### src/rtl/pcbu_pkg.sv
package pcbu_pkg;
  typedef enum logic [2:0] {
    K_STEP = 3'd0,
    K_JUMP = 3'd1,
    K_CALL = 3'd2,
    K_RET  = 3'd3,
    K_STOP = 3'd4
  } op_kind_e;

  typedef enum logic [2:0] {
    C_ALWAYS = 3'd0,
    C_ZSET   = 3'd1,
    C_ZCLR   = 3'd2,
    C_CSET   = 3'd3,
    C_CCLR   = 3'd4
  } cond_e;
endpackage

### src/rtl/pcbu_cond.sv
module pcbu_cond
  import pcbu_pkg::*;
(
  input  logic [2:0] sel,
  input  logic       z,
  input  logic       c,
  output logic       pass
);
  always_comb begin
    case (cond_e'(sel))
      C_ZSET:  pass = z;
      C_ZCLR:  pass = !z;
      C_CSET:  pass = c;
      C_CCLR:  pass = !c;
      default: pass = 1'b1;
    endcase
  end
endmodule

### src/rtl/pcbu_target.sv
module pcbu_target
  import pcbu_pkg::*;
#(
  parameter int ADDR_W = 16,
  parameter int OFF_W  = 8
) (
  input  logic [ADDR_W-1:0] pc,
  input  logic [2:0]        kind,
  input  logic              rel,
  input  logic              pass,
  input  logic [ADDR_W-1:0] target,
  input  logic [ADDR_W-1:0] lr_in,
  input  logic [ADDR_W-1:0] code_len,
  output logic [ADDR_W-1:0] next_pc,
  output logic [ADDR_W-1:0] ret_addr,
  output logic              bad
);
  localparam int CW = ADDR_W + 2;

  logic [CW-1:0] seq, off, abs_t, branch_t, dst;
  logic          neg, over;

  always_comb begin
    seq      = {2'b00, pc} + CW'(1);
    off      = {{(CW-OFF_W){target[OFF_W-1]}}, target[OFF_W-1:0]};
    abs_t    = {2'b00, target};
    branch_t = rel ? (seq + off) : abs_t;
    case (op_kind_e'(kind))
      K_JUMP:  dst = pass ? branch_t : seq;
      K_CALL:  dst = branch_t;
      K_RET:   dst = {2'b00, lr_in};
      default: dst = seq;
    endcase
    neg      = dst[CW-1];
    over     = !neg && (dst[CW-2:0] >= {1'b0, code_len});
    bad      = neg || over;
    next_pc  = dst[ADDR_W-1:0];
    ret_addr = seq[ADDR_W-1:0];
  end
endmodule

### src/rtl/pc_branch_unit.sv
module pc_branch_unit
  import pcbu_pkg::*;
#(
  parameter int ADDR_W = 16,
  parameter int OFF_W  = 8
) (
  input  logic              clk,
  input  logic              rst_n,
  input  logic              op_valid,
  output logic              op_ready,
  input  logic [2:0]        op_kind,
  input  logic              op_rel,
  input  logic [2:0]        cond_sel,
  input  logic              flag_z,
  input  logic              flag_c,
  input  logic [ADDR_W-1:0] target,
  input  logic [ADDR_W-1:0] lr_value,
  input  logic [ADDR_W-1:0] code_len,
  output logic [ADDR_W-1:0] pc,
  output logic              lr_we,
  output logic [ADDR_W-1:0] lr_wdata,
  output logic              halted,
  output logic              range_err
);
  logic [ADDR_W-1:0] pc_q, cand, ret_a, lrd_q;
  logic              halt_q, err_q, lrwe_q, cond_ok, cand_bad, take;

  pcbu_cond u_cond (
    .sel (cond_sel),
    .z   (flag_z),
    .c   (flag_c),
    .pass(cond_ok)
  );

  pcbu_target #(.ADDR_W(ADDR_W), .OFF_W(OFF_W)) u_tgt (
    .pc      (pc_q),
    .kind    (op_kind),
    .rel     (op_rel),
    .pass    (cond_ok),
    .target  (target),
    .lr_in   (lr_value),
    .code_len(code_len),
    .next_pc (cand),
    .ret_addr(ret_a),
    .bad     (cand_bad)
  );

  assign take = op_valid && !halt_q;

  always_ff @(posedge clk or negedge rst_n) begin
    if (!rst_n) begin
      pc_q   <= '0;
      halt_q <= 1'b0;
      err_q  <= 1'b0;
      lrwe_q <= 1'b0;
      lrd_q  <= '0;
    end else begin
      lrwe_q <= 1'b0;
      if (take) begin
        if (op_kind_e'(op_kind) == K_STOP) begin
          halt_q <= 1'b1;
        end else if (cand_bad) begin
          halt_q <= 1'b1;
          err_q  <= 1'b1;
        end else begin
          pc_q <= cand;
          if (op_kind_e'(op_kind) == K_CALL) begin
            lrwe_q <= 1'b1;
            lrd_q  <= ret_a;
          end
        end
      end
    end
  end

  assign op_ready  = !halt_q;
  assign pc        = pc_q;
  assign lr_we     = lrwe_q;
  assign lr_wdata  = lrd_q;
  assign halted    = halt_q;
  assign range_err = err_q;
endmodule

### config.mk
export PLATFORM = sky130hd
export DESIGN_NAME = pc_branch_unit
export DESIGN_NICKNAME = d
export VERILOG_FILES = /design/src/rtl/pcbu_pkg.sv /design/src/rtl/pcbu_cond.sv /design/src/rtl/pcbu_target.sv /design/src/rtl/pc_branch_unit.sv
export SDC_FILE = /design/constraint.sdc
export NUM_CORES = 1
export LEC_CHECK = 0
export BUFFER_PORTS_ARGS = -buffer_cell sky130_fd_sc_hd__buf_2
export CAP_MARGIN = 0
export CORE_MARGIN = 3
export CORE_UTILIZATION = 40
export DETAILED_ROUTE_END_ITERATION = 10
export PLACE_DENSITY_LB_ADDON = 0.05
export SLEW_MARGIN = 40
export SYNTH_ARGS = -nofsm -noshare
export SYNTH_HDL_FRONTEND = slang
export SYNTH_SLANG_ARGS = --single-unit
### constraint.sdc
create_clock -name clk -period 7.1 [get_ports clk]
set_clock_uncertainty 0.05 [all_clocks]
set_input_delay 0.355 -clock clk [delete_from_list [all_inputs] [get_ports clk]]
set_output_delay 0.355 -clock clk [all_outputs]
set_load 0.01 [all_outputs]
== Word-level counts from Yosys, hierarchy flattened ==
Cells that the tools add are included.
Storage, ports and cells
  register bits: 35
  output and inout bits: 36
Cells by class
  $add $sub $neg: 2
  eq/ne operators: 8
  $lt $le $gt $ge: 1
  reduce and logical (&&, ||, !) cells: 12
  bitwise operators: 2
  muxes and demuxes: 10
Operators with widths (count)
  $pmux W18 S3: 1
  $mux W18: 2
  $add A18 B18 Y18: 1
  $add A16 B1 Y17 const B: 1
  $ge A17 B16 Y1: 1
  $eq A3 B2 Y1 const B: 4
  $eq A3 B1 Y1 const B: 2
  $eq A3 B3 Y1 const B: 2
  $mux W1: 6
  $reduce_and A3 Y1: 2
  $logic_not A1 Y1: 4
  $pmux W1 S4: 1
  $reduce_and A4 Y1: 1
  $logic_and A1 B1 Y1: 2
  $not A1 Y1: 2
  $reduce_and A2 Y1: 1
  $reduce_bool A2 Y1: 1
  $logic_or A1 B1 Y1: 1

== Longest topological paths before layout ==
Gate-level depths: netlist of run 1.
  word-level depth: 11
  mapped depth: 21
  depth with buffers taken out: 20

== By module ==
A second synthesis of run 1 with hierarchy kept.
Second synthesis, totals
  cell total of the unflattened synthesis: 359
  area, all modules: 3357.0 um2
By module, submodules not included
  pcbu_target: times used 1, cells each 273, area each 1926.8 um2
  pc_branch_unit: times used 1, cells each 79, area each 1386.3 um2
  pcbu_cond: times used 1, cells each 7, area each 43.8 um2

== Worst setup path after synthesis of run 1 ==
No wires, ideal clock.
  kind: flip-flop to flip-flop
  from: register pc_q[2], in the netlist pc[2]
  to: register lrd_q[10], in the netlist lr_wdata[10]
  required time: 6925 ps
  stages on the path, launching flop included: 21
  path slack: 2025 ps
  arrival time: 4900 ps
  cells stage by stage: dfrtp_1 > and4_1 > nand4_1 > or3_1 > xnor2_1 > ha_1 > nand2_1 > a211oi_1 > a211o_2 > xnor2_1 > o21ai_0 > ha_1 > nand2_1 > nor2_1 > a2111oi_0 > a221oi_1 > a211oi_1 > nand2_2 > nor3_4 > buf_6 > mux2_4
Between the ends
  cells in the longest elaborated chain, start to end: 10
  elaborated cells on any way between the ends: 11
Ends and longest elaborated chain
  start: declaration: line pc_branch_unit.sv:25  | logic [ADDR_W-1:0] pc_q, cand, ret_a, lrd_q;
  start signal: assignment: line pc_branch_unit.sv:66  | pc_q <= cand;
  $add A16 B1 Y17 *: line pcbu_target.sv:24  | seq = {2'b00, pc} + CW'(1);
  net ret_a[11]: line pc_branch_unit.sv:25
  $add A18 B18 Y18 *: line pcbu_target.sv:27  | branch_t = rel ? (seq + off) : abs_t;
  $mux W18 *: line pcbu_target.sv:27
  $mux W18: line pcbu_target.sv:29  | K_JUMP: dst = pass ? branch_t : seq;
  $pmux W18 S3 *: line pcbu_target.sv:28  | case (op_kind_e'(kind))
  net cand[12]: line pc_branch_unit.sv:25
  $ge A17 B16 Y1 *: line pcbu_target.sv:35  | over = !neg && (dst[CW-2:0] >= {1'b0, code_len});
  $logic_and A1 B1 Y1 *: line pcbu_target.sv:35
  $logic_or A1 B1 Y1 *: line pcbu_target.sv:36  | bad = neg || over;
  $not A1 Y1 (no source line) *
  $reduce_and A4 Y1 (no source line) *
  end signal: assignment: line pc_branch_unit.sv:69  | lrd_q <= ret_a;
  end: declaration: line pc_branch_unit.sv:25
Mark *: on every way through the listed nets, which the timed path passes. The rest lies on a longest branch.
A chain may end at the register's enable or synchronous reset.

== Worst setup path in the final report of run 1 ==
  from: register pc_q[2], in the netlist pc[2]
  to: register pc_q[2], in the netlist pc[2]
Between the ends
  cells in the longest elaborated chain, start to end: 10
  elaborated cells on any way between the ends: 11
Ends and longest elaborated chain (line)
  $add A16 B1 Y17 *: pcbu_target.sv:24
  net ret_a[11]: pc_branch_unit.sv:25
  $add A18 B18 Y18 *: pcbu_target.sv:27
  $mux W18 *: pcbu_target.sv:27
  $mux W18: pcbu_target.sv:29
  $pmux W18 S3 *: pcbu_target.sv:28
  net cand[14]: pc_branch_unit.sv:25
  $ge A17 B16 Y1 *: pcbu_target.sv:35
  $logic_and A1 B1 Y1 *: pcbu_target.sv:35
  $logic_or A1 B1 Y1 *: pcbu_target.sv:36
  $not A1 Y1 (no source line) *
  $reduce_and A3 Y1 (no source line) *
Marks and branches as above.

==> run metrics, run 1 <==
status finished, final reports clean; Initial Utilization 0.414; area delta synth->final 21.0%; clk root buf clkbuf_8; Syn Inst Count 358; die area 0.00969 mm^2; CP max FO 9; initial antenna violation count 0; Area contributors post-synth dfrtp_1 26%, ha_1 14%, mux2_4 7.9%, mux2_2 4.6%, xnor2_1 4.6%; first-pass GRT wire length approximately 15 mm; area leader, netlist dfrtp_1; post-CTS sizing 0; Remaining Overflow, GRT 0; CP Data Arrival Time 5.96 ns; Yosys Warn Count 0; CORE AREA 0.00826 mm^2; CTS Buffer Depth 2; Crit-path slowest cell dfrtp_1; Ant. Diodes 0; Post-synth top flop dfrtp_1; gr usage total 0.198; chip width slightly below 100 um; max-cap violations 0; most frequent cell after synthesis ha_1; number of placed I/O pins 96; vias in the first global route 3,024; crit-path max cell delay 0.47 ns; Post-synth EDFFs 0; die height 98.5 um; RSZ-0062 raised after global routing no; Leak 2.12 nW; crit path kind flop to flop; clk sinks 35; Yosys top cell area share 0.256; #FFs+latches synth 35; unique cell type count in the Yosys netlist 58; crit path launch type flop; antenna-violating nets left 0; final WL 9.59 mm; Post-Syn Nets 456; worst skew pair latency 0.30 ns; CP Capture Type flop; Mapped Area approximately 0.0034 mm^2; Fin. Hold Viols 0; HPWL Detailed roughly 7.8 mm; share of cells above drive strength 1 0.328; vias per cell 5.41; dpl cells around 560; Setup TNS 0 ns; post-synthesis sequential area ratio 0.256; Finished Layout Cells 565; largest net degree at the start of global routing 36; H-tree levels 2; worst-path cell chain and4_1 > nand4_1 > or3_1 > xnor2_1 > ha_1 > nand2_1 > a211oi_1 > a211o_2 > a21o_2 > o22a_1 > o21ai_0 > ha_1 > a21o_1 > a21oi_1 > o31ai_1 > a211oi_1 > nand2_2 > nor3_4 > buf_4 > mux2_4; Nets 557; Port Buffers 95; syn avg cell area ~9.6 um^2; Clock Pin Slew Worst Setup and Hold Paths 0.09 ns; FP Rows 33; Finish-stage setup viols 0; cell area power density around 120 mW/mm^2; Placer Congestion 0.921; CTS buffer count 5; Worst EP required 7.23 ns; via count 3,058; Slew @ Worst Pin 0.676 ns; slew margin rel. 0.544; fmax 172 MHz; maximum VDD drop a little under 0.00008 V; Async S/R FF share, synth 1.00; Final Critical Period 5.83 ns; Hold Path Class input pin to flop; CTS tree yes; post-CTS setup buffers 0; initial drt markers 128; Post-synth top cells 37 x ha_1, 35 x dfrtp_1, 25 x o21ai_0; TritonRoute pass-1 iters 5; Slew Viols, Final 0; final core area utilization 0.501; final period utilization 0.821; wire per inst 17.0 um; DRC 0
[per-stage QoR]
step	area, um^2	setup WS [ns]	power [W]	hold WS [ns]
2_1_floorplan	3420	2.03	0.000265	0.00941
3_3_place_gp	4010	1.12	0.000306	0.412
3_5_place_dp	4010	1.27	0.000307	0.427
4_1_cts	4130	1.25	0.000492	0.128
5_1_grt	4140	0.812	0.000518	0.303
6_report	4140	1.27	0.000490	0.290
[sequential cells by signal, indices dropped and copies added, names as in the netlist]
register and cells:
lr_wdata 16, pc 16, halted 1, lr_we 1
range_err 1
[worst max-delay path: cells and delay by family, from the launching register on]
family          cells  cell delay (ns)
compound gates      9             1.88
xor+xnor            1             0.28
fa+ha+maj           2             0.68
buf+inv             1             0.29
flops               1             0.47
mux                 1             0.31
simple gates        6             1.75
[layout make-up]
cell class	instances	area, um^2
fill	815	4120
clock buffer	5	68.8
inverter	22	82.6
tap	105	131
timing repair buffer	101	526
clock inverter	3	43.8
sequential	35	876
multi-input combinational	294	2410
[worst paths after layout]
kind,from,to,slack [ns],cells past startpoint
min,op_valid,halted,0.29,3
min in group asynchronous,rst_n,lr_wdata[11],0.50,2
max,pc[2],pc[2],1.27,20
min reg2reg,range_err,range_err,0.45,1
max in group asynchronous,rst_n,pc[2],6.17,2
max reg2reg,pc[2],pc[2],1.27,20
[cells by family after synthesis]
kind of cell,Yosys count,share of synthesized area
compound gates,103,0.212
mux,42,0.154
flops,35,0.256
fa+ha+maj,38,0.141
xor+xnor,26,0.0688
simple gates,85,0.128
buf+inv,29,0.0391
[what timing repair did]
| item | CTS | global route |
|---|---|---|
| setup endpoints to repair | 0 | 0 |
| hold buffers | 0 | 1 |
| endpoints found under the hold margin | 0 | 28 |
[cells in the final DEF, fill, tap and decap left out, drive strengths merged, types with 8 or more instances in the layout]
master  netlist  layout
xor2          8       8
mux2i        10      10
dfrtp        35      35
nor2         20      20
buf           3     100
a21oi        21      21
ha           37      37
inv          22      22
nand2        22      22
o21ai        27      27
nand3        13      13
xnor2        18      18
mux2         32      32
[layer usage]
layer | vias up | track usage | wire (um)
met5 | - | 0 | 0
met4 | 0 | 0.0410 | 77
li1 | 1542 | - | -
met1 | 1400 | 0.264 | 4300
met2 | 111 | 0.336 | 4550
met3 | 5 | 0.0375 | 664
[where the power goes]
group | switching, W | total (W) | leakage (nW) | internal, W
clock network | 0.0000811 | 0.000186 | 0.0581 | 0.000105
registers | 0 | 0.000199 | 0.479 | 0.000199
logic | 0.0000609 | 0.000105 | 1.58 | 0.0000438
Note: power is estimated with default switching activity, not from simulation.
==> run 2: changes to the inputs <==
==> constraint.sdc (replaced) <==
create_clock -name clk -period 5.4 [get_ports clk]
set_clock_uncertainty 0.05 [all_clocks]
set_input_delay 0.27 -clock clk [delete_from_list [all_inputs] [get_ports clk]]
set_output_delay 0.27 -clock clk [all_outputs]
set_load 0.01 [all_outputs]
==> run metrics, run 2 (synthesized netlist as in run 1, its figures left out) <==
commonest non-fill, non-tap cell in the layout buf_2; vias per cell roughly 5.4; Fin Hold WS 0.186 ns; antenna-violating nets left 0; initial drt markers 98; FP Rows 33; Fillers roughly 850; Initial Utilization 0.414; Final Critical Period between 5 and 6 ns; Nets between 500 and 600; first-pass GRT wire length 16.4 mm; buffer and inverter count on the worst path 3; CP Data Arrival Time 5.25 ns; Slew @ Worst Pin 0.838 ns; status finished, final reports clean; crit path launch type flop; via count between 3,000 and 4,000; crit path kind flop to flop; DRC 0; largest net degree at the start of global routing 36; Remaining Overflow, GRT 0; slew margin rel. 0.434; die area 0.00969 mm^2; CP Capture Type flop; final period utilization 0.949; chip width roughly 98 um; clk root buf clkbuf_8; worst-path cell chain and4_2 > nand4_1 > or3_1 > xnor2_1 > ha_1 > buf_4 > nor2_1 > mux2i_1 > nor2_1 > a221oi_1 > o21ai_1 > buf_4 > ha_1 > nand2_1 > nor2_1 > a2111oi_1 > a221oi_1 > a211oi_2 > nand2_2 > nor3_4 > buf_12 > mux2_2; number of placed I/O pins 96; Overall Power 0.000596 W; gr usage total 0.209; clk sinks 35; area delta synth->final 26.6%; HPWL Detailed 8.06 mm; wire per inst between 15 and 20 um; die height 98.5 um; maximum VDD drop approximately 0.000078 V; Crit-path slowest cell or3_1; cell area power density 138 mW/mm^2; CP max FO 17; Hold Path Class input pin to flop; CP top delay family simple AND/OR/NAND/NOR gates; H-tree levels 2; initial antenna violation count 0; most frequent cells in the layout 94 x buf_2, 36 x ha_1, 35 x dfrtp_1; vias in the first global route 3,291; share of cells above drive strength 1 0.371; cell mode on critical path nor2_1; Ant. Diodes 0; Leak roughly 2.2 nW; worst skew pair latency 0.29 ns; max-cap violations 0; Fin. Hold Viols 0; CTS tree yes; Setup TNS 0 ns; Placer Congestion 0.865; CTS Buffer Depth 2; Slew Viols, Final 0; final WL 9.94 mm; Clock Pin Slew Worst Setup and Hold Paths 0.08 ns; CTS buffer count 5; crit-path max cell delay 0.44 ns; Port Buffers 95; fmax 195 MHz; Finish-stage setup viols 0; Worst EP required 5.53 ns; CORE AREA 0.00826 mm^2; TritonRoute pass-1 iters 4
==> run 2: power breakdown <==
group / switching [W] / internal (W) / total (W)
logic: 0.0000821 / 0.0000618 / 0.000144
registers: 0 / 0.000262 / 0.000262
clock network: 0.0000993 / 0.0000907 / 0.000190
total: 0.000181 / 0.000414 / 0.000596
==> run 2: cell type report <==
cell class                 count  area (um^2)  area share
clock buffer                   7         76.3      0.0176
clock inverter                 1         5.00     0.00116
multi-input combinational    294         2440       0.564
tap                          105          131      0.0303
inverter                      22         82.6      0.0191
timing repair buffer         123          716       0.165
sequential                    35          876       0.202
==> run 2: worst min-delay path, stage by stage <==
cell,delay (ns)
buf_2,0.09
o21ai_0,0.08
nand2_1,0.06
==> run 2: path summary, 6_finish.rpt <==
check | from | end | slack, ns | cells after the start
worst min-delay path | op_valid | halted | 0.19 | 3
worst min register to register | range_err | range_err | 0.43 | 1
worst max-delay path | pc[4] | lr_wdata[1] | 0.28 | 22
worst max register to register | pc[4] | lr_wdata[1] | 0.28 | 22
min in group asynchronous | rst_n | lr_wdata[13] | 0.42 | 2
max in group asynchronous | rst_n | pc[8] | 4.55 | 2
==> run 2: routing by layer <==
metal	global-route usage	wire (um)
met5	0	0
met4	0.0567	189
met3	0.0389	557
met1	0.270	4390
met2	0.359	4810
==> run 2: timing repair <==
| action | in CTS | in global routing |
|---|---|---|
| pin swaps | 0 | 1 |
| gates resized for setup | 1 | 12 |
| gates cloned | 0 | 0 |
| buffers inserted | 0 | 1 |
| setup endpoints to repair | 15 | 32 |
| hold endpoints to repair | 0 | 35 |
| hold buffers | 0 | 1 |
==> run 2: through the flow <==
| stage | std cells | area [um^2] | worst slack, ns | utilization |
|---|---|---|---|---|
| after global routing | 587 | 4330 | -0.0716 | 0.524 |
| after floorplan | 358 | 3420 | 0.325 | - |
| after CTS | 585 | 4280 | 0.0903 | 0.519 |
| after global placement | 577 | 4200 | 0.100 | 0.508 |
| final | 587 | 4330 | 0.277 | 0.524 |
| after detailed placement | 577 | 4200 | -0.0169 | 0.508 |
